`src/rtl/intr_chain_pkg.sv`:
```
package intr_chain_pkg;
    typedef enum logic [1:0] {
        S_IDLE   = 2'd0,
        S_VECTOR = 2'd1,
        S_HOLD   = 2'd2
    } arb_state_t;
endpackage

```
`src/rtl/intr_chain_link.sv`:
```
// One slot of the chain: keeps the enable when requesting, else passes it on.
module intr_chain_link (
    input  logic en_in,
    input  logic slot_req,
    output logic en_out,
    output logic slot_win
);
    assign slot_win = en_in & slot_req;
    assign en_out   = en_in & ~slot_req;
endmodule

```
`src/rtl/intr_vector_enc.sv`:
```
// Turns the one-hot win vector into a 1-based slot number.
// chain_tail high means the enable passed every slot: spurious code.
module intr_vector_enc #(
    parameter int NUM_SLOTS = 4,
    parameter int ID_W      = 3
) (
    input  logic [NUM_SLOTS-1:0] slot_win,
    input  logic                 chain_tail,
    output logic [ID_W-1:0]      vec_code
);
    always_comb begin
        vec_code = '0;
        for (int i = 0; i < NUM_SLOTS; i++) begin
            if (slot_win[i]) begin
                vec_code = vec_code | ID_W'(i + 1);
            end
        end
        if (chain_tail) begin
            vec_code = '1;
        end
    end
endmodule

```
`src/rtl/intr_ack_fsm.sv`:
```
module intr_ack_fsm
    import intr_chain_pkg::*;
#(
    parameter int ID_W = 3
) (
    input  logic            clk,
    input  logic            rst_n,
    input  logic            ack,
    input  logic [ID_W-1:0] code_in,
    output logic [ID_W-1:0] vec_out,
    output logic            vec_valid
);
    arb_state_t      state_q, state_d;
    logic [ID_W-1:0] code_q;

    // next-state
    always_comb begin
        state_d = state_q;
        unique case (state_q)
            S_IDLE:   if (ack) state_d = S_VECTOR;              // ack_seen
            S_VECTOR: state_d = ack ? S_HOLD : S_IDLE;          // ack_held / ack_short
            S_HOLD:   if (!ack) state_d = S_IDLE;               // ack_released
            default:  state_d = S_IDLE;
        endcase
    end

    // state register and vector capture
    always_ff @(posedge clk) begin
        if (!rst_n) begin
            state_q <= S_IDLE;
            code_q  <= '0;
        end else begin
            state_q <= state_d;
            if (state_q == S_IDLE && ack) begin
                code_q <= code_in;
            end
        end
    end

    // outputs
    always_comb begin
        vec_valid = 1'b0;
        vec_out   = '0;
        unique case (state_q)
            S_VECTOR: begin
                vec_valid = 1'b1;
                vec_out   = code_q;
            end
            S_IDLE, S_HOLD: begin
                vec_valid = 1'b0;
                vec_out   = '0;
            end
            default: begin
                vec_valid = 1'b0;
                vec_out   = '0;
            end
        endcase
    end
endmodule

```
`src/rtl/intr_chain_arbiter.sv`:
```
module intr_chain_arbiter #(
    parameter int NUM_SLOTS = 4,
    localparam int ID_W     = $clog2(NUM_SLOTS + 2)
) (
    input  logic                 clk,
    input  logic                 rst_n,
    input  logic [NUM_SLOTS-1:0] dev_req,
    input  logic                 int_ack,
    output logic                 int_req,
    output logic [ID_W-1:0]      vec_out,
    output logic                 vec_valid
);
    logic [NUM_SLOTS:0]   chain_en;
    logic [NUM_SLOTS-1:0] slot_win;
    logic [ID_W-1:0]      vec_code;

    assign int_req     = |dev_req;
    assign chain_en[0] = int_ack;

    for (genvar g = 0; g < NUM_SLOTS; g++) begin : g_slot
        intr_chain_link u_link (
            .en_in    (chain_en[g]),
            .slot_req (dev_req[g]),
            .en_out   (chain_en[g+1]),
            .slot_win (slot_win[g])
        );
    end

    intr_vector_enc #(.NUM_SLOTS(NUM_SLOTS), .ID_W(ID_W)) u_enc (
        .slot_win   (slot_win),
        .chain_tail (chain_en[NUM_SLOTS]),
        .vec_code   (vec_code)
    );

    intr_ack_fsm #(.ID_W(ID_W)) u_fsm (
        .clk       (clk),
        .rst_n     (rst_n),
        .ack       (int_ack),
        .code_in   (vec_code),
        .vec_out   (vec_out),
        .vec_valid (vec_valid)
    );
endmodule

```
`config.mk`:
```
export PLATFORM = sky130hd
export DESIGN_NAME = intr_chain_arbiter
export DESIGN_NICKNAME = d
export VERILOG_FILES = /design/src/rtl/intr_chain_pkg.sv /design/src/rtl/intr_chain_link.sv /design/src/rtl/intr_vector_enc.sv /design/src/rtl/intr_ack_fsm.sv /design/src/rtl/intr_chain_arbiter.sv
export SDC_FILE = /design/constraint.sdc
export NUM_CORES = 1
export LEC_CHECK = 0
export ABC_AREA = 1
export BUFFER_PORTS_ARGS = -buffer_cell sky130_fd_sc_hd__buf_2
export CORE_AREA = 2 2 39 41
export DETAILED_ROUTE_END_ITERATION = 8
export DIE_AREA = 0 0 41 43
export PLACE_DENSITY_LB_ADDON = 0.3
export SLEW_MARGIN = 10
export SYNTH_ARGS = -nofsm -noshare
export SYNTH_HDL_FRONTEND = slang
export SYNTH_HIERARCHICAL = 1
export SYNTH_SLANG_ARGS = --single-unit
```
`constraint.sdc`:
```
create_clock -name clk -period 1.2 [get_ports clk]
set_clock_uncertainty 0.1 [all_clocks]
set_input_delay 0.24 -clock clk [delete_from_list [all_inputs] [get_ports clk]]
set_output_delay 0.24 -clock clk [all_outputs]
set_load 0.05 [all_outputs]
```
# Word-level counts from Yosys, hierarchy flattened
# Cells that the tools add are included.
dict set report word_totals {
  input_bits 7
  register_bits 5
  wordCells 33
}
dict set report classes {
  reduce_logical 4
  bitwise_logic 12
  n_mux 11
  eq_ne 4
}
# operator n
set ops {}
lappend ops {{two-way mux 2 bit} 5}
lappend ops {{two-way mux 3 bit} 3}
lappend ops {{AND 1 bit} 8}
lappend ops {{one-hot mux 2 bit (3 select lines)} 1}
lappend ops {{!= test 2 bit, second input constant} 2}
lappend ops {{NOT 1 bit} 4}
lappend ops {{OR reduction 4 bit} 1}
lappend ops {{== test 2 x 1 -> 1 bit, second input constant} 1}
lappend ops {{== test 2 bit, second input constant} 1}
lappend ops {{zero test 2 bit} 1}
lappend ops {{two-way mux 1 bit} 2}
lappend ops {{AND reduction 2 bit} 1}
lappend ops {{logical AND 1 bit} 1}

# Logic depth before layout (Yosys ltp)
# Gate-level depths: netlist (run 1).
dict set report depth {
  word_depth 7
  ltp_mapped 14
  depth_no_buf 14
}

# By module
# The synthesis (run 1) kept the hierarchy.
# module n_inst seq_area_each_um2 cells_each area_per_inst_um2
set by_module_without_submodules {}
lappend by_module_without_submodules {intr_ack_fsm 1 100.1 34 234.0}
lappend by_module_without_submodules {intr_chain_link 4 0.0 4 17.5}
lappend by_module_without_submodules {intr_vector_enc 1 0.0 6 25.0}
lappend by_module_without_submodules {intr_chain_arbiter 1 0.0 3 11.3}

# Worst setup path after synthesis (run 1)
# OpenSTA, ideal clock, no wires.
dict set report synth_path {
  path_type {register to output}
  startpoint {reg u_fsm.state_q[0]}
  endpoint {out vec_out[0]}
  path_slack_ns -0.455
  stages_incl_launch_ff 4
  arrival_ns 1.315
  cell_sequence {dfxtp_1 -> inv_2 -> or2_4 -> nor2_1}
}
dict set report synth_between {
  elab_chain_cells 2
}
# element line
set synth_rtl {}
lappend synth_rtl {{start, declared} intr_ack_fsm.sv:13} ;# arb_state_t state_q, state_d;
lappend synth_rtl {{start signal, assigned} intr_ack_fsm.sv:33} ;# state_q <= state_d;
lappend synth_rtl {{== test 2 x 1 -> 1 bit} intr_ack_fsm.sv:44} ;# unique case (state_q)
lappend synth_rtl {{two-way mux 3 bit} intr_ack_fsm.sv:44}
lappend synth_rtl {{end, declared} intr_chain_arbiter.sv:10} ;# output logic [ID_W-1:0] vec_out,
# No other way between the ends.

# Worst setup path in the final report (run 1)
dict set report layout_path {
  startpoint {reg u_fsm.state_q[0]}
  endpoint {out vec_out[2]}
}
# Same word-level chain as after synthesis.

==> impl_metrics.ini, run 1 <==
[global_route]
grt_start_max_net_pins = 9
grt_pass1_vias = 298
grt.total_usage_pct = 9.24
antenna_found_initial = 0
grt_pass1_wl_um = 1080
overflow = 0

[setup_path]
required_ns = 0.86
crit_cells = 4
path_class = register to output pin
max_stage_delay_ns = 0.34
path_cells = inv_2 -> or2_4 -> nor2_4 -> buf_8
cp-end-kind = output pin
reg2regPathDepth = 6
worst_setup_path_start_kind = register
cp_top_family = simple AND/OR/NAND/NOR gates
worstPathMaxFanout = 4
cp.arrival_ns = 1.12
cp_slowest_cell = dfxtp_4
cp_num_buf_inv = 2

[detailed_routing]
vias = 378
drt-pass1-iter-count = 1
via_per_inst = 3.90
drc = 0
wire_per_inst_um = 6.63
totalWireLength_um = 643
initialDrtViolationCount = 0
ant_nets = 0

[finish]
num-fill-cells = 157
multi_input_area_um2 = 220
syn2layout_area_growth_pct = 78.7
n_antenna_cell = 0
finalNetCount = 89
layout-drive-gt1-share_pct = 49.4
seqCellArea_um2 = 104

[power]
p_sw_share_pct = 29.8
power_uw = 531
p_leak_nw = 0.301
combPwrFrac_pct = 29.8
ir_worst_vdd_v = 0.000327
pwr-share-seq_pct = 34.5
pwr-share-clk_pct = 35.7
p_per_area_mw_per_mm2 = 874
intPower_uw = 373
p_sw_uw = 158

[timing]
period_share_pct = 122
slew_headroom_pct = 87.3
slew_violations = 0
finalSetupViolations = 4
setup_ws_ns = -0.259
tns_ns = -1.01
hold_violations = 0
fmax_mhz = 685
grt_setup_unrepaired = true
post-route-min-period_ns = 1.46
tightest_slew_ns = 0.190

[yosys]
syn_area_um2 = 340
synth-compound-area-share_pct = 4.41
avgSynthCellArea_um2 = 5.77
synth_top_family_by_area = simple AND/OR/NAND/NOR gates
synthSimpleGateAreaFrac_pct = 46.3
synthMuxAreaShare_pct = 0
ys_ff_latch = 5
synthXorXnorAreaFrac_pct = 0
ys_types = 13
seq_area_frac_synth_pct = 29.4
synth_fa_ha_area_share_pct = 0
yosys_warnings = 6
synth_nets = 66
synthCells = 59

[placed_design]
portBuffers = 11
dp_hpwl_um = 482
gp_congestion = 0.732

[clocking]
htree_levels = 1
cts_tree = done
cts_buffer_depth = 2
cts_sinks = 5
cts_buffers = 3
clk_pin_slew_worst_paths_ns = 0.04
cts-root-buf = clkbuf_4
insertion_delay_ns = 0.24

[floorplanning]
num_io_pins = 12
core-area_mm2 = 0.00138
die_w_um = 41
start_util_pct = 24.6
fp.dieH_um = 43
rows = 14
dieArea_mm2 = 0.00176

[hold_path]
min_path_cells = 3
worst_hold_path_type = input pin to register

[job]
maxCapViolCount = 0

[status]
failed_checks = negative setup slack
status = complete, but fails checks
==> cells by family after synthesis <==
group,Yosys count
flops,5
buf+inv,18
simple gates,33
compound gates,3
==> cell usage in the layout, fill, tap and decap left out, drive strengths merged <==
cell / n
buf: 18
inv: 17
nor2: 14
nand2: 12
dfxtp: 5
clkbuf: 4
a21oi: 3
nand3: 3
or2: 2
clkinvlp: 1
nor3: 1
nor3b: 1
==> layer usage <==
layer | GRT usage (%) | wire [um] | vias to the layer above
met5 | 0 | 0 | -
met4 | 10.0 | 16 | 0
met3 | 1.57 | 36 | 2
met2 | 13.1 | 324 | 14
met1 | 10.3 | 265 | 149
li1 | - | - | 213
==> worst reg2reg max path, delay by kind of cell (launching register included) <==
family / cells / cell delay, ns
buffers and inverters: 2 / 0.26
AND/OR/NAND/NOR: 4 / 0.36
flip-flops: 1 / 0.33
==> registers in the layout, summed over array words and instances, names as in the netlist <==
register	flops
u_fsm/state_q	2
u_fsm/code_q	3
==> stage by stage <==
stage	instances	cell area [um^2]	util [%]	hold slack (ns)	setup WS, ns
3_5_place_dp	91	483	34.9	0.375	-0.192
5_1_grt	97	608	43.9	0.156	-0.301
3_3_place_gp	91	483	34.9	0.367	-0.161
6_report	97	608	43.9	0.155	-0.259
2_1_floorplan	59	370	-	0.261	-0.0844
4_1_cts	95	538	38.9	0.152	-0.282
==> final cells by class <==
type                            count  area share [%]
Clock buffer                        4            4.32
Inverter                           18            12.1
Multi-Input combinational cell     36            36.2
Sequential cell                     5            17.1
Tap cell                           16            3.29
Timing Repair Buffer               18            27.0
==> power groups by stage <==
stage / registers, mW / logic, mW / clock network [mW]
floorplan: 0.188 / 0.0826 / 0
global placement: 0.186 / 0.126 / 0
detailed placement: 0.186 / 0.127 / 0
CTS: 0.183 / 0.136 / 0.196
global route: 0.184 / 0.175 / 0.211
finish: 0.183 / 0.158 / 0.190
==> Yosys cell counts <==
cell / n / area share (%)
inv_2: 1 / 1.1
a21oi_1: 3 / 4.4
or2_4: 1 / 2.6
nand2_1: 12 / 13
or2_1: 1 / 1.8
nor3b_1: 1 / 2.2
dfxtp_1: 5 / 29
nor3_1: 1 / 1.5
nor2_4: 1 / 3.3
inv_1: 17 / 19
nor2_1: 9 / 9.9
nor2_2: 4 / 7.4
nand3_1: 3 / 4.4
==> worst paths after layout <==
path / slack, ns / endpoint / from
max: -0.26 / vec_out[2] / u_fsm/state_q[0]
min: 0.15 / u_fsm/code_q[1] / rst_n
max reg2reg: 0.04 / u_fsm/code_q[2] / u_fsm/state_q[0]
min reg2reg: 0.36 / u_fsm/code_q[1] / u_fsm/code_q[1]
==> timing repair <==
action	in CTS	in global routing
setup endpoints to repair	4	8
pin swaps	3	11
cloned	0	0
buffers inserted	0	2
resized for setup	9	18
hold buffers	0	0
No activity file was read; power rests on OpenSTA's default activity.
==> inputs of run 2 (changes only) <==
ABC_AREA = 0   (was 1)
==> impl_metrics.ini, run 2 <==
[floorplanning]
rows = 14
dieArea_mm2 = 0.00176
die_w_um = 41
fp.dieH_um = 43
core-area_mm2 = 0.00138
num_io_pins = 12
start_util_pct = 22.5

[clocking]
cts_sinks = 5
cts_setup_buffers = 0
insertion_delay_ns = 0.23
cts_buffers = 3
clk_pin_slew_worst_paths_ns = 0.04
cts_tree = done
cts-root-buf = clkbuf_4
htree_levels = 1
hold_buffers = 0
cts_buffer_depth = 2

[yosys]
synthSimpleGateAreaFrac_pct = 55.4
async_flop_share_pct = 0
synth_area_leaders = dfxtp_1 32%, and2b_2 11%, mux2i_1 9.6%, and2_2 9.6%, nand2_1 8.4%
seq_area_frac_synth_pct = 32.1
synth_edf_count = 0
synth-compound-area-share_pct = 0
netlist.area_leader.share_pct = 32.1
ys_ff_latch = 5
yosysMostFrequentCell = nand2_1
yosys.area.top_type = dfxtp_1
syn_area_um2 = 312
synth_commonest_cells = 7 x nand2_1, 5 x dfxtp_1, 4 x and2_2, 4 x and2b_2
synthMuxAreaShare_pct = 9.64
synth_fa_ha_area_share_pct = 0
synthXorXnorAreaFrac_pct = 2.81
ys_types = 14
synth_nets = 42
avgSynthCellArea_um2 = 8.90
yosys_warnings = 6
synthFlopType = dfxtp_1
synthCells = 35
synth_top_family_by_area = simple AND/OR/NAND/NOR gates

[setup_path]
r2r-start = u_fsm/state_q[1]
path_class = input pin to register
r2r-end = u_fsm/code_q[1]
cp.arrival_ns = 1.52
required_ns = 1.21
ff2ff_setup_slack_ns = 0.06
reg2regPathDepth = 3
worstPathMaxFanout = 3
worst_setup_path_start_kind = input pin
cp-end-kind = register

[detailed_routing]
ant_nets = 0
initialDrtViolationCount = 2
wl_met1_um = 227
drc = 0
drt-pass1-iter-count = 2
via_per_inst = 4.17
top_layer = met4
met2_length_um = 271
dr_wl_met3_um = 33
wire_per_inst_um = 7.68
totalWireLength_um = 553
vias = 300

[finish]
largestRegisters = u_fsm/code_q (3), u_fsm/state_q (2)
largest_register_ffs = 3
layout-drive-gt1-share_pct = 66.1
finalNetCount = 64
final_cells = 72
n_antenna_cell = 0
num-fill-cells = 151
final_cell_mix = 6 x buf_4, 6 x nand2_1, 5 x buf_8
regMostFlops = u_fsm/code_q
syn2layout_area_growth_pct = 74.3

[timing]
holdWs_ns = 0.222
setup_ws_ns = -0.307
slew_headroom_pct = 83.7
slew_violations = 0
hold_violations = 0
finalSetupViolations = 8
grt_setup_unrepaired = true
tightest_slew_ns = 0.245
period_share_pct = 126
post-route-min-period_ns = 1.51
fmax_mhz = 664

[hold_path]
hp-start = rst_n
worst_hold_path_type = input pin to register
min_path_cells = 3
hold_end = u_fsm/state_q[0]

[job]
maxCapViolCount = 0

[placed_design]
gp_congestion = 0.582
dp_hpwl_um = 451
dp.cells = 68
portBuffers = 11

[power]
p_leak_nw = 0.256
power_uw = 476
ir_worst_vdd_v = 0.000226
p_per_area_mw_per_mm2 = 877

[global_route]
grt_pass1_vias = 250
grt_pass1_wl_um = 897
grt.total_usage_pct = 8.12
grt_start_max_net_pins = 8
antenna_found_initial = 0
overflow = 0

[status]
failed_checks = negative setup slack
status = complete, but fails checks
[run 2: changes by cell type in the layout (fill, tap and decap cells not counted), sizes merged, moves of 2 or more]
cell | previous run | this run
or3 | 0 | 2
nand3 | 3 | 0
mux2i | 0 | 3
nor2 | 14 | 1
and2b | 0 | 4
a21oi | 3 | 0
inv | 17 | 0
and2 | 0 | 7
nand2 | 12 | 7
[run 2: how the worst max path moves through the flow]
stage / start / to
6_report: int_ack / u_fsm/code_q[1]
2_1_floorplan: dev_req[0] / u_fsm/code_q[0]
5_1_grt: int_ack / u_fsm/code_q[0]
3_3_place_gp: dev_req[0] / u_fsm/code_q[1]
3_5_place_dp: dev_req[0] / u_fsm/code_q[1]
4_1_cts: int_ack / u_fsm/code_q[1]
[run 2: per-stage QoR]
| stage | setup WS (ns) | cell area, um^2 | TNS (ns) | utilization [%] |
|---|---|---|---|---|
| 2_1_floorplan | -0.405 | 327 | -1.88 | - |
| 3_3_place_gp | -0.560 | 447 | -1.96 | 32.3 |
| 3_5_place_dp | -0.575 | 447 | -1.99 | 32.3 |
| 4_1_cts | -0.315 | 533 | -1.65 | 38.5 |
| 5_1_grt | -0.349 | 543 | -1.99 | 39.2 |
| 6_report | -0.307 | 543 | -1.64 | 39.2 |
[run 2: kinds of logic (layout without fill, tap and decap cells)]
logic type	count (synthesis)	count (layout)
AND/OR/NAND/NOR	26	26
multiplexers	3	3
flip-flops	5	5
buffers and inverters	0	21
XOR/XNOR	1	1
[run 2: cell type report]
class | instances | area, um^2 | share of cell area (%)
multi-input cells | 30 | 233 | 42.9
repair buffers | 17 | 163 | 30.0
flip-flops and latches | 5 | 101 | 18.7
clock buffers | 4 | 26.3 | 4.84
well taps | 16 | 20.0 | 3.69
[run 2: report_power, final]
part / total (mW) / switching (mW) / internal, mW / leakage [nW]
Clock: 0.186 / 0.0610 / 0.125 / 0.0150
Combinational: 0.112 / 0.0480 / 0.0636 / 0.200
Sequential: 0.179 / 0.00405 / 0.175 / 0.0411
[run 2: metal layers]
metal  global-route usage, %  vias to the layer above
li1                        -                      158
met1                    8.01                      129
met2                    10.9                       11
met3                    1.57                        2
met4                    12.0                        0
met5                       0                        -
[run 2: critical path: stages]
cell and delay [ns]:
buf_6 0.09, and2b_2 0.18, and2b_2 0.19, and2b_2 0.19
and2b_2 0.20, or3_1 0.30, nand2_1 0.07, mux2i_1 0.07
[run 2: timing repair]
action | in CTS | in global routing
gates resized for setup | 17 | 3
cloned | 0 | 0
pin swaps | 3 | 2
setup endpoints to repair | 8 | 8
